[config.mk]
export PLATFORM = sky130hd
export DESIGN_NAME = stor_split_ctrl
export DESIGN_NICKNAME = d
export VERILOG_FILES = /design/src/rtl/stor_split_pkg.sv /design/src/rtl/stor_split_arb.sv /design/src/rtl/stor_split_clamp.sv /design/src/rtl/stor_split_region.sv /design/src/rtl/stor_split_ctrl.sv
export SDC_FILE = /design/constraint.sdc
export NUM_CORES = 1
export LEC_CHECK = 0
export ABC_AREA = 1
export BUFFER_PORTS_ARGS = -buffer_cell sky130_fd_sc_hd__buf_2
export CAP_MARGIN = 10
export CORE_ASPECT_RATIO = 1.25
export CORE_UTILIZATION = 37
export CTS_BUF_LIST = sky130_fd_sc_hd__clkbuf_4 sky130_fd_sc_hd__clkbuf_8
export CTS_CLUSTER_DIAMETER = 100
export CTS_CLUSTER_SIZE = 40
export DETAILED_ROUTE_END_ITERATION = 8
export PLACE_DENSITY = 0.79
export RECOVER_POWER = 50
export SLEW_MARGIN = 40
export SYNTH_ARGS = -nofsm -noshare
export SYNTH_HDL_FRONTEND = slang
export SYNTH_SLANG_ARGS = --single-unit
[constraint.sdc]
create_clock -name clk -period 1.5 [get_ports clk]
set_input_delay 0.225 -clock clk [delete_from_list [all_inputs] [get_ports clk]]
set_output_delay 0.225 -clock clk [all_outputs]
set_load 0.01 [all_outputs]
[src/rtl/stor_split_pkg.sv]
package stor_split_pkg;

    typedef enum logic [1:0] {
        ST_BOOT  = 2'd0,
        ST_ISSUE = 2'd1,
        ST_WAIT  = 2'd2,
        ST_RUN   = 2'd3
    } ld_state_e;

    typedef enum logic [1:0] {
        SRC_NONE = 2'd0,
        SRC_TRAP = 2'd1,
        SRC_DATA = 2'd2,
        SRC_CW   = 2'd3
    } src_e;

endpackage

[src/rtl/stor_split_arb.sv]
module stor_split_arb
    import stor_split_pkg::*;
(
    input  logic en,
    input  logic trap_req,
    input  logic data_req,
    input  logic cw_req,
    output src_e src,
    output logic trap_gnt,
    output logic data_gnt,
    output logic cw_gnt
);

    always_comb begin
        src = SRC_NONE;
        if (en) begin
            if (trap_req)      src = SRC_TRAP;
            else if (data_req) src = SRC_DATA;
            else if (cw_req)   src = SRC_CW;
        end
        trap_gnt = (src == SRC_TRAP);
        data_gnt = (src == SRC_DATA);
        cw_gnt   = (src == SRC_CW);
    end

endmodule

[src/rtl/stor_split_clamp.sv]
module stor_split_clamp #(
    parameter int ADDR_W   = 17,
    parameter int DATA_W   = 32,
    parameter int CTRL_MIN = 32768,
    parameter int CTRL_MAX = 65536,
    parameter int STEP     = 2048
) (
    input  logic [DATA_W-1:0] raw,
    output logic [ADDR_W-1:0] bound,
    output logic              err
);

    localparam int MEM     = 1 << ADDR_W;
    localparam int AW1     = ADDR_W + 1;
    localparam int STEP_LG = $clog2(STEP);
    localparam logic [AW1-1:0] LO   = AW1'(MEM - CTRL_MAX);
    localparam logic [AW1-1:0] HI   = AW1'(MEM - CTRL_MIN);
    localparam logic [AW1-1:0] HALF = AW1'(STEP / 2);

    logic [AW1-1:0] rnd;
    logic           hi_bits;
    logic           over;
    logic           under;

    always_comb begin
        rnd                = {1'b0, raw[ADDR_W-1:0]} + HALF;
        rnd[STEP_LG-1:0]   = '0;
        hi_bits            = |raw[DATA_W-1:ADDR_W];
        over               = hi_bits || (rnd > HI);
        under              = !over && (rnd < LO);
        if (over)       bound = HI[ADDR_W-1:0];
        else if (under) bound = LO[ADDR_W-1:0];
        else            bound = rnd[ADDR_W-1:0];
        err = over || under || (rnd[ADDR_W-1:0] != raw[ADDR_W-1:0]);
    end

endmodule

[src/rtl/stor_split_region.sv]
module stor_split_region #(
    parameter int ADDR_W = 17,
    parameter int CW_W   = 14,
    parameter int WB_LG  = 2
) (
    input  logic [ADDR_W-1:0] bnd,
    input  logic [ADDR_W-1:0] data_addr,
    input  logic [CW_W-1:0]   cw_word,
    output logic              data_viol,
    output logic [ADDR_W-1:0] cw_addr,
    output logic              cw_viol
);

    localparam int AW1 = ADDR_W + 1;

    logic [AW1-1:0] phys;

    always_comb begin
        phys      = {1'b0, bnd} + (AW1'(cw_word) << WB_LG);
        cw_addr   = phys[ADDR_W-1:0];
        cw_viol   = phys[ADDR_W];
        data_viol = (data_addr >= bnd);
    end

endmodule

[src/rtl/stor_split_ctrl.sv]
module stor_split_ctrl
    import stor_split_pkg::*;
#(
    parameter int ADDR_W     = 17,
    parameter int DATA_W     = 32,
    parameter int CTRL_MIN   = 32768,
    parameter int CTRL_MAX   = 65536,
    parameter int STEP       = 2048,
    parameter int WORD_BYTES = 4,
    parameter int CW_W       = $clog2(CTRL_MAX / WORD_BYTES)
) (
    input  logic              clk,
    input  logic              rst_n,
    input  logic              sys_reset_req,
    input  logic              trap_req,
    input  logic [ADDR_W-1:0] trap_addr,
    input  logic              data_req,
    input  logic [ADDR_W-1:0] data_addr,
    input  logic              cw_req,
    input  logic [CW_W-1:0]   cw_word,
    input  logic              rd_valid,
    input  logic [DATA_W-1:0] rd_data,
    output logic              trap_gnt,
    output logic              data_gnt,
    output logic              cw_gnt,
    output logic              mem_valid,
    output logic [ADDR_W-1:0] mem_addr,
    output logic              addr_viol,
    output logic              busy,
    output logic [ADDR_W-1:0] boundary,
    output logic              cfg_err
);

    localparam int MEM     = 1 << ADDR_W;
    localparam int WB_LG   = $clog2(WORD_BYTES);
    localparam int STEP_LG = $clog2(STEP);
    localparam logic [ADDR_W-1:0] BOOT_LOC  = ADDR_W'(MEM - WORD_BYTES);
    localparam logic [ADDR_W-1:0] BND_LO    = ADDR_W'(MEM - CTRL_MAX);
    localparam logic [ADDR_W-1:0] BND_HI    = ADDR_W'(MEM - CTRL_MIN);

    typedef struct packed {
        ld_state_e         st;
        logic [ADDR_W-1:0] bnd;
        logic              cerr;
    } regs_t;

    regs_t r_q, r_d;

    src_e              src;
    logic              arb_en;
    logic [ADDR_W-1:0] clamp_bnd;
    logic              clamp_err;
    logic              data_viol;
    logic              cw_viol;
    logic [ADDR_W-1:0] cw_addr;

    assign arb_en = (r_q.st == ST_RUN) && !sys_reset_req;

    stor_split_arb u_arb (
        .en       (arb_en),
        .trap_req (trap_req),
        .data_req (data_req),
        .cw_req   (cw_req),
        .src      (src),
        .trap_gnt (trap_gnt),
        .data_gnt (data_gnt),
        .cw_gnt   (cw_gnt)
    );

    stor_split_clamp #(
        .ADDR_W   (ADDR_W),
        .DATA_W   (DATA_W),
        .CTRL_MIN (CTRL_MIN),
        .CTRL_MAX (CTRL_MAX),
        .STEP     (STEP)
    ) u_clamp (
        .raw   (rd_data),
        .bound (clamp_bnd),
        .err   (clamp_err)
    );

    stor_split_region #(
        .ADDR_W (ADDR_W),
        .CW_W   (CW_W),
        .WB_LG  (WB_LG)
    ) u_region (
        .bnd       (r_q.bnd),
        .data_addr (data_addr),
        .cw_word   (cw_word),
        .data_viol (data_viol),
        .cw_addr   (cw_addr),
        .cw_viol   (cw_viol)
    );

    always_comb begin
        r_d       = r_q;
        mem_valid = 1'b0;
        mem_addr  = '0;
        addr_viol = 1'b0;
        case (r_q.st)
            ST_BOOT: begin
                r_d.st = ST_ISSUE;
            end
            ST_ISSUE: begin
                mem_valid = 1'b1;
                mem_addr  = BOOT_LOC;
                r_d.st    = ST_WAIT;
            end
            ST_WAIT: begin
                if (rd_valid) begin
                    r_d.bnd  = clamp_bnd;
                    r_d.cerr = clamp_err;
                    r_d.st   = ST_RUN;
                end
            end
            ST_RUN: begin
                if (sys_reset_req) r_d.st = ST_ISSUE;
                case (src)
                    SRC_TRAP: begin
                        mem_valid = 1'b1;
                        mem_addr  = trap_addr;
                    end
                    SRC_DATA: begin
                        addr_viol = data_viol;
                        mem_valid = !data_viol;
                        mem_addr  = data_addr;
                    end
                    SRC_CW: begin
                        addr_viol = cw_viol;
                        mem_valid = !cw_viol;
                        mem_addr  = cw_addr;
                    end
                    default: begin
                        mem_valid = 1'b0;
                    end
                endcase
            end
            default: begin
                r_d.st = ST_BOOT;
            end
        endcase
    end

    always_ff @(posedge clk) begin
        if (!rst_n) begin
            r_q.st   <= ST_BOOT;
            r_q.bnd  <= BND_HI;
            r_q.cerr <= 1'b0;
        end else begin
            r_q <= r_d;
        end
    end

    assign busy     = (r_q.st != ST_RUN);
    assign boundary = r_q.bnd;
    assign cfg_err  = r_q.cerr;

    AST_HOLD_OFF: assert property (@(posedge clk) disable iff (!rst_n)
        busy |-> !(trap_gnt || data_gnt || cw_gnt));

    AST_LOAD_DONE: assert property (@(posedge clk) disable iff (!rst_n)
        (r_q.st == ST_WAIT && rd_valid) |=> !busy);

    AST_BOUND_LEGAL: assert property (@(posedge clk) disable iff (!rst_n)
        (boundary >= BND_LO) && (boundary <= BND_HI)
        && (boundary[STEP_LG-1:0] == '0));

    AST_GNT_ONEHOT: assert property (@(posedge clk) disable iff (!rst_n)
        $onehot0({trap_gnt, data_gnt, cw_gnt}));

    AST_TRAP_FIRST: assert property (@(posedge clk) disable iff (!rst_n)
        (trap_req && !busy && !sys_reset_req) |-> trap_gnt);

    AST_DATA_REGION: assert property (@(posedge clk) disable iff (!rst_n)
        (data_gnt && data_addr >= boundary) |-> (addr_viol && !mem_valid));

    AST_CW_ABOVE: assert property (@(posedge clk) disable iff (!rst_n)
        (cw_gnt && mem_valid) |-> (mem_addr >= boundary));

    AST_BOUND_HELD: assert property (@(posedge clk) disable iff (!rst_n)
        (!busy && !sys_reset_req) |=> $stable(boundary));

endmodule

# == After elaboration in Yosys (flattened, before gate mapping) ==
# Cells that the tools add are included.
# word_totals
word_cells,46
in_bits,87
out_inout_bits,41
ff_bits,20
# op_classes
n_mux,15
n_eq_ne,10
n_addsub,2
n_reduce_logical,13
n_lt_le_gt_ge,3
# ops
cell,n
17-bit case mux with 3 select lines,1
17-bit 2-to-1 mux,2
17-bit case mux with 2 select lines,1
20-bit 2-to-1 mux,1
"17-bit by 11-bit adder with 18-bit output, second input constant",1
17-bit by 16-bit adder with 18-bit output,1
"18-bit by 17-bit > comparator with 1-bit output, second input constant",1
"18-bit by 17-bit less-than comparator with 1-bit output, second input constant",1
17-bit greater-or-equal comparator,1
17-bit inequality test,1
15-bit OR reduction,1
2-bit 2-to-1 mux,5
"2-bit equality test, second input constant",4
2-bit case mux with 4 select lines,1
"2-bit inequality test, second input constant",3
"2-bit by 1-bit equality test with 1-bit output, second input constant",2
1-bit logical NOT,4
1-bit case mux with 2 select lines,2
2-bit AND reduction,2
1-bit logical OR,3
1-bit case mux with 3 select lines,1
1-bit logical AND,2
2-bit logical NOT,1
1-bit 2-to-1 mux,1

# == Logic depth before layout (Yosys ltp) ==
# Gate-level depths: netlist (run 1).
# logic_depth
depth_word,9
mapped_depth,10
ltp_nobuf,10

# == Modules after synthesis ==
# From an unflattened synthesis (run 1), not the netlist that was laid out.
# hier_totals
cells_unflattened,575
hier_area_um2,3236.9
# by_module_without_submodules
mod,seq_area_each_um2,area_per_inst_um2,cells_each,instances
stor_split_ctrl,400.4,1445.1,242,1
stor_split_region,0.0,1321.3,236,1
stor_split_clamp,0.0,419.2,84,1
stor_split_arb,0.0,51.3,13,1

# == Worst setup path before layout (run 1) ==
# No wires, ideal clock.
# synth_timing
path_type,register to output
startpoint,"register, netlist name boundary[11]"
endpoint,output port mem_addr[15]
stages_incl_launch_ff,8
slack_ns,-0.223
required_ns,1.275
arrival_ns,1.498
cell_sequence,dfxtp_1 ha_1 fa_1 nand3_1 nand2_1 or2_2 nand3_1 nand4_1
# synth_between
elab_chain_len,3
# synth_lines
item,line_no,rtl
17-bit by 16-bit adder with 18-bit output,stor_split_region.sv:19,"phys = {1'b0, bnd} + (AW1'(cw_word) << WB_LG);"
17-bit case mux with 3 select lines,stor_split_ctrl.sv:118,case (src)
17-bit case mux with 2 select lines,stor_split_ctrl.sv:100,case (r_q.st)
to (decl),stor_split_ctrl.sv:27,"output logic [ADDR_W-1:0] mem_addr,"
# No other way between the ends.

# == Worst setup path in the final report (run 1) ==
# layout_timing
startpoint,register r_q[19] in the netlist's numbering
endpoint,output port mem_addr[3]
# layout_between
elab_chain_len,6
word_cells_on_any_way,9
cone_classes,5 x eq/ne; 3 x mux; 1 x reduce/logical
# layout_lines
item,line_no,rtl
from (decl),stor_split_ctrl.sv:47,"regs_t r_q, r_d;"
from (signal assigned),stor_split_ctrl.sv:150,r_q <= r_d;
2-bit equality test,"stor_split_ctrl.sv:57, stor_split_ctrl.sv:100",
1-bit logical AND,stor_split_ctrl.sv:57,assign arb_en = (r_q.st == ST_RUN) && !sys_reset_req;
2-bit 2-to-1 mux,stor_split_arb.sv:16,if (en) begin
2-bit equality test / 2-bit by 1-bit equality test with 1-bit output (equally long branches),stor_split_ctrl.sv:118,
17-bit case mux with 3 select lines,stor_split_ctrl.sv:118,
17-bit case mux with 2 select lines (*),stor_split_ctrl.sv:100,
# Mark *: on every way between the ends. The rest lies on a longest branch, timed or not.

==> results of run 1 <==
[kinds of logic (layout without fill, tap and decap cells)]
| kind of cell | after synthesis | after routing |
|---|---|---|
| AOI/OAI and AO/OA | 27 | 27 |
| xor gates and xnor gates | 1 | 1 |
| adders and majority gates | 16 | 16 |
| buffers and inverters | 57 | 198 |
| DFF | 9 | 9 |
| other | 1 | 13 |
| and+or+nand+nor | 164 | 164 |
[through the flow]
stage,cell area [µm²],cells
after floorplan,1760,285
after global placement,2460,463
after detailed placement,2460,463
after CTS,2750,475
after global routing,2990,483
final,3000,484
[worst max-delay path, delay by kind of cell, from the launching register on]
family	cells	cell delay [ns]
AND/OR/NAND/NOR	6	0.71
buffers and inverters	3	0.42
flip-flops	1	0.35
adder cells (fa/ha/maj)	1	0.14
[registers in the layout, indices dropped and copies added (netlist names)]
register	flops
boundary	6
r_q	2
cfg_err	1
[timing repair]
item,4_1_cts,5_1_grt
setup buffers,6,8
hold buffers,0,0
gates cloned,2,1
resized for setup,36,47
setup endpoints to repair,22,26
pin swaps,14,29
[path summary, 6_finish.rpt]
path	start	to	cells after the start
setup / recovery	r_q[19]	mem_addr[3]	10
hold / removal	rst_n	boundary[15]	2
setup reg to reg	r_q[19]	r_q[18]	7
hold reg to reg	cfg_err	cfg_err	4
[power groups by stage]
| stage | Clock (W) | Combinational [W] | Sequential, W |
|---|---|---|---|
| floorplan | 0 | 0.000390 | 0.000276 |
| global placement | 0 | 0.000751 | 0.000273 |
| detailed placement | 0 | 0.000762 | 0.000274 |
| CTS | 0.000284 | 0.000803 | 0.000269 |
| global route | 0.000305 | 0.00101 | 0.000267 |
| finish | 0.000281 | 0.000924 | 0.000267 |
[per-layer routing]
layer	GRT usage, %	routed length [µm]	vias up
met5	0	0	-
met4	13.1	442	0
met3	7.13	889	60
met2	47.7	3590	210
met1	26.3	2710	1126
li1	-	-	1190
[synthesized netlist by cell type, drive strengths merged, types with 2 or more instances]
master   instances  area (µm²)
a21oi            8        40.0
a22oi            2        15.0
buf             20         150
dfxtp            9         180
ha              15         188
inv             36         135
nand2           82         313
nand3           17        90.1
nand4           18         119
nor2            38         170
nor3             2        21.3
nor4             2        12.5
o2111ai          4        35.0
o21ai            5        25.0
o21bai           4        30.0
or2              4        25.0
[final cells by class]
cell class / count / area (µm²)
Timing Repair Buffer: 157 / 992
Timing Repair inverter: 1 / 8.76
Fill cell: 289 / 1170
Clock inverter: 1 / 5.00
Tap cell: 56 / 70.1
Sequential cell: 9 / 195
Antenna cell: 2 / 5.00
Multi-Input combinational cell: 219 / 1540
Clock buffer: 3 / 41.3
Inverter: 36 / 143
==> flow_summary_export.csv, run 1 <==
group,metric,value,unit
finish,drive_above_1_share,55.2,%
worst_setup_path,slowest_delay,0.35,ns
routing,routed_wl,7630,µm
worst_setup_path,startpoint_type,"flop",
worst_setup_path,crit_arrival,1.86,ns
run_status,status,"complete, but fails checks",
power,seq_power_share,18.1,%
power,p_switching,0.000601,W
global_route,antenna_found_initial,1,
finish,layout_commonest_cell,"buf_2",
clocking,clock_latency,0.24,ns
clocking,cts_max_level,1,
floorplanning,num_rows,26,
clocking,cts_root_buffer,"clkbuf_8",
routing,wire_per_inst,15.8,µm
logic_synthesis,synth_adder_area_share,12.7,%
logic_synthesis,postSynthAreaPerCell,5.94,µm²
power,p_int,0.000870,W
power,p_clk_share,19.1,%
sta,setup_viol,22,
worst_setup_path,worstPathRequired,1.27,ns
global_route,grt_max_degree,13,
logic_synthesis,syn_inst,275,
clocking,cts-buffers-inserted,3,
routing,final_antenna_net_count,0,
placed_design,hpwlAfterDp,4580,µm
global_route,grt_pass1_wl,9470,µm
floorplanning,top_level_ports,128,
routing,viasPerCell,5.34,
logic_synthesis,ys.warnings.count,0,
placed_design,place_congestion,0.851,
power,p_leak,1.59,nW
floorplanning,die-area,4690,µm²
power,p_comb_share,62.8,%
sta,fin_crit_sh,139,%
job,drv_cap,0,
floorplanning,die_y,76.3,µm
worst_hold_path,min_path_type,"in2reg",
logic_synthesis,synth-xor-area-share,0.995,%
routing,drt-initial-drc-count,333,
routing,first_pass_iters,5,
placed_design,portBuffers,116,
global_route,grt-ovfl-total,0,
sta,rsz0062_at_grt,"yes",
sta,setup_ws,-0.589,ns
floorplanning,coreArea,4160,µm²
clocking,cts_tree,"done",
finish,final_cell_mix,"buf_2, nand2_1, nor2_1",
worst_setup_path,reg2reg_slack,0.08,ns
logic_synthesis,synthesis.area,1630,µm²
placed_design,post-place-ws,-0.258,ns
power,power.share.switching,40.8,%
worst_setup_path,cp_cell_sequence,"ha_4 > inv_4 > nor2_4 > nand2_4 > nor2_4 > nor2_4 > buf_12 > nand2_1 > nand4_1 > buf_2",
sta,period_minus_slack,2.09,ns
logic_synthesis,async_flop_share,0,%
power,p_total,0.00147,W
run_status,violations,"negative setup slack",
logic_synthesis,synthSimpleGateAreaFrac,46.4,%
finish,synthToLayoutAreaGrowth,83.4,%
floorplanning,die_w,61.4,µm
worst_setup_path,crit_type,"reg2out",
clocking,clock_sinks,9,
logic_synthesis,netlist-cell-type-count,33,
sta,hold_viol_final,0,
logic_synthesis,synth-edff-count,0,
clocking,clkSlewWorstSetupHoldPaths,0.05,ns
worst_setup_path,worst_path_most_repeated_cell,"nor2_4",
worst_setup_path,crit_fanout,9,
finish,final_net_count,530,
sta,setup-tns-final,-9.20,ns
power,irDropWorstVdd,0.223,mV
worst_setup_path,slowest_stage,"dfxtp_2",
finish,post-route-util,72.0,%
logic_synthesis,yosysSeqAreaShare,11.0,%
logic_synthesis,synth_top_family_by_area,"simple AND/OR/NAND/NOR gates",
floorplanning,start_util,39.2,%
power,pwr_density_cell,491,nW/µm²
routing,route.detailed.drc,0,
logic_synthesis,synth_mux_area_share,0,%
logic_synthesis,synth-compound-area-share,10.9,%
clocking,clockBufferDepth,2,
sta,holdWs,0.218,ns
global_route,first_global_vias,2269,
routing,vias,2586,
worst_setup_path,crit_path_end_kind,"output port",
sta,clock_skew,0.00680,ns
sta,slew_viol_final,0,
logic_synthesis,synth_flop_cell,"dfxtp_1",
logic_synthesis,synth-seq-cells,9,
global_route,track_usage,26.4,%
sta,max_clock_freq,0.479,GHz
Power figures use the tool's default switching activity.
==> run 2: changes to the inputs <==
--- a/config.mk
+++ b/config.mk
@@ -6,15 +6,14 @@
 export NUM_CORES = 1
 export LEC_CHECK = 0
 export ABC_AREA = 1
-export BUFFER_PORTS_ARGS = -buffer_cell sky130_fd_sc_hd__buf_2
 export CAP_MARGIN = 10
 export CORE_ASPECT_RATIO = 1.25
-export CORE_UTILIZATION = 37
+export CORE_UTILIZATION = 40
 export CTS_BUF_LIST = sky130_fd_sc_hd__clkbuf_4 sky130_fd_sc_hd__clkbuf_8
 export CTS_CLUSTER_DIAMETER = 100
 export CTS_CLUSTER_SIZE = 40
 export DETAILED_ROUTE_END_ITERATION = 8
-export PLACE_DENSITY = 0.79
+export DONT_BUFFER_PORTS = 1
 export RECOVER_POWER = 50
 export SLEW_MARGIN = 40
 export SYNTH_ARGS = -nofsm -noshare
==> constraint.sdc (replaced) <==
create_clock -name clk -period 2.01 [get_ports clk]
set_input_delay 0.3015 -clock clk [delete_from_list [all_inputs] [get_ports clk]]
set_output_delay 0.3015 -clock clk [all_outputs]
set_load 0.01 [all_outputs]
==> run 2 against run 1 <==
Die area shrank 7.3%. Global-route usage shrank 7.8 points. Clock skew shrank 0.0049 ns. Final area shrank 37%. The run still ends with negative setup slack left.
==> flow_summary_export.csv, run 2 (synthesized netlist as in run 1, its figures left out) <==
group,metric,value,unit
floorplanning,die_w,59.2,µm
finish,final_cell_mix,"nand2_1, inv_1, nor2_1",
power,irDropWorstVdd,0.221,mV
worst_hold_path,min-delay-start,"rst_n",
finish,synthToLayoutAreaGrowth,16.2,%
routing,drt-initial-drc-count,75,
sta,max_clock_freq,0.497,GHz
clocking,clock_sinks,9,
global_route,first_global_vias,1559,
sta,setup_viol,1,
placed_design,post-place-ws,0.137,ns
routing,route.detailed.drc,0,
finish,post-route-util,49.3,%
clocking,cts_max_level,1,
worst_setup_path,startpoint_type,"flop",
global_route,grt_pass1_wl,6220,µm
clocking,clockBufferDepth,2,
routing,vias,1778,
run_status,violations,"negative setup slack",
placed_design,hpwlAfterDp,3630,µm
placed_design,portBuffers,0,
placed_design,place_congestion,0.829,
power,pwr_density_cell,406,nW/µm²
run_status,status,"complete, but fails checks",
worst_setup_path,r2r_start,"r_q[18]",
finish,layout_commonest_cell,"nand2_1",
clocking,clock_latency,0.23,ns
routing,wire_per_inst,13.2,µm
routing,first_pass_iters,4,
clocking,clkSlewWorstSetupHoldPaths,0.04,ns
worst_setup_path,worstPathRequired,1.71,ns
sta,setup_ws,-0.000708,ns
placed_design,place_inst,324,
job,drv_cap,0,
finish,nFillCells,426,
sta,hold_viol_final,0,
finish,top_register,"boundary",
power,p_leak,0.879,nW
sta,slew_viol_final,0,
finish,fin_cells,334,
worst_setup_path,crit_type,"reg2out",
worst_setup_path,crit_path_end_kind,"output port",
sta,period_minus_slack,2.01,ns
floorplanning,num_rows,25,
finish,largest_reg_flops,6,
routing,final_antenna_net_count,0,
routing,viasPerCell,5.32,
clocking,cts-buffers-inserted,3,
floorplanning,start_util,42.5,%
global_route,track_usage,18.6,%
global_route,grt_max_degree,16,
finish,drive_above_1_share,21.1,%
global_route,grt-ovfl-total,0,
sta,clock_skew,0.00185,ns
clocking,cts_root_buffer,"clkbuf_8",
sta,rsz0062_at_grt,"yes",
clocking,cts_tree,"done",
sta,holdWs,0.157,ns
floorplanning,die_y,73.5,µm
routing,routed_wl,4400,µm
floorplanning,coreArea,3850,µm²
worst_setup_path,crit_fanout,6,
worst_setup_path,crit_start,"r_q[19]",
sta,setup-tns-final,-0.000708,ns
finish,final_net_count,384,
sta,fin_crit_sh,100,%
finish,antenna_cells,0,
worst_hold_path,min_path_type,"in2reg",
floorplanning,die-area,4350,µm²
global_route,antenna_found_initial,0,
worst_setup_path,crit_arrival,1.71,ns
floorplanning,top_level_ports,128,
run 2: cell types whose count changed in the layout (fill, tap and decap cells not counted), sizes merged:
cell	before	now
clkbuf	6	5
clkinv	1	0
diode	2	0
inv	37	36
buf	154	11
run 2: report_power, final:
| part | internal [W] | switching (W) | total (W) |
|---|---|---|---|
| sequential | 0.000193 | 0.0000137 | 0.000207 |
| combinational | 0.000126 | 0.000219 | 0.000345 |
| clock | 0.000151 | 0.0000666 | 0.000218 |
run 2: worst paths after layout:
path / end / slack, ns / depth (start not counted)
max: mem_addr[15] / -0.0007 / 8
min: boundary[15] / 0.16 / 1
max reg2reg: cfg_err / 0.51 / 10
min reg2reg: r_q[19] / 0.51 / 2
run 2: per-stage QoR:
step	power [W]	cell area (µm²)
after floorplan	0.000485	1670
after global placement	0.000517	1640
after detailed placement	0.000518	1640
after CTS	0.000746	1760
after global routing	0.000831	1900
final	0.000770	1900
run 2: layer usage:
metal	track usage (%)	vias up	share of wire, %
li1	-	892	-
met1	15.8	776	34
met2	38.6	100	55
met3	4.75	10	9.2
met4	8.47	0	1.9
met5	0	-	0
run 2: repair_timing:
item                       CTS  global route
cloned                       0             1
pin swaps                    2            15
hold buffers                 0             0
setup endpoints to repair   15            14
buffers inserted             2             3
gates resized for setup     12            23
run 2: cell type report:
class | instances | area (µm²) | area share [%]
Sequential cell | 9 | 193 | 10.2
Multi-Input combinational cell | 219 | 1310 | 69.2
Clock buffer | 4 | 48.8 | 2.57
Timing Repair Buffer | 12 | 133 | 6.99
Tap cell | 54 | 67.6 | 3.56
Inverter | 36 | 143 | 7.51
run 2: critical path, stage by stage (launching register included):
cell,delay [ns]
dfxtp_4,0.36
ha_4,0.14
inv_4,0.05
nor2_4,0.13
nand2_4,0.08
nor3_4,0.32
clkbuf_16,0.22
nand3_2,0.05
nand4_1,0.12
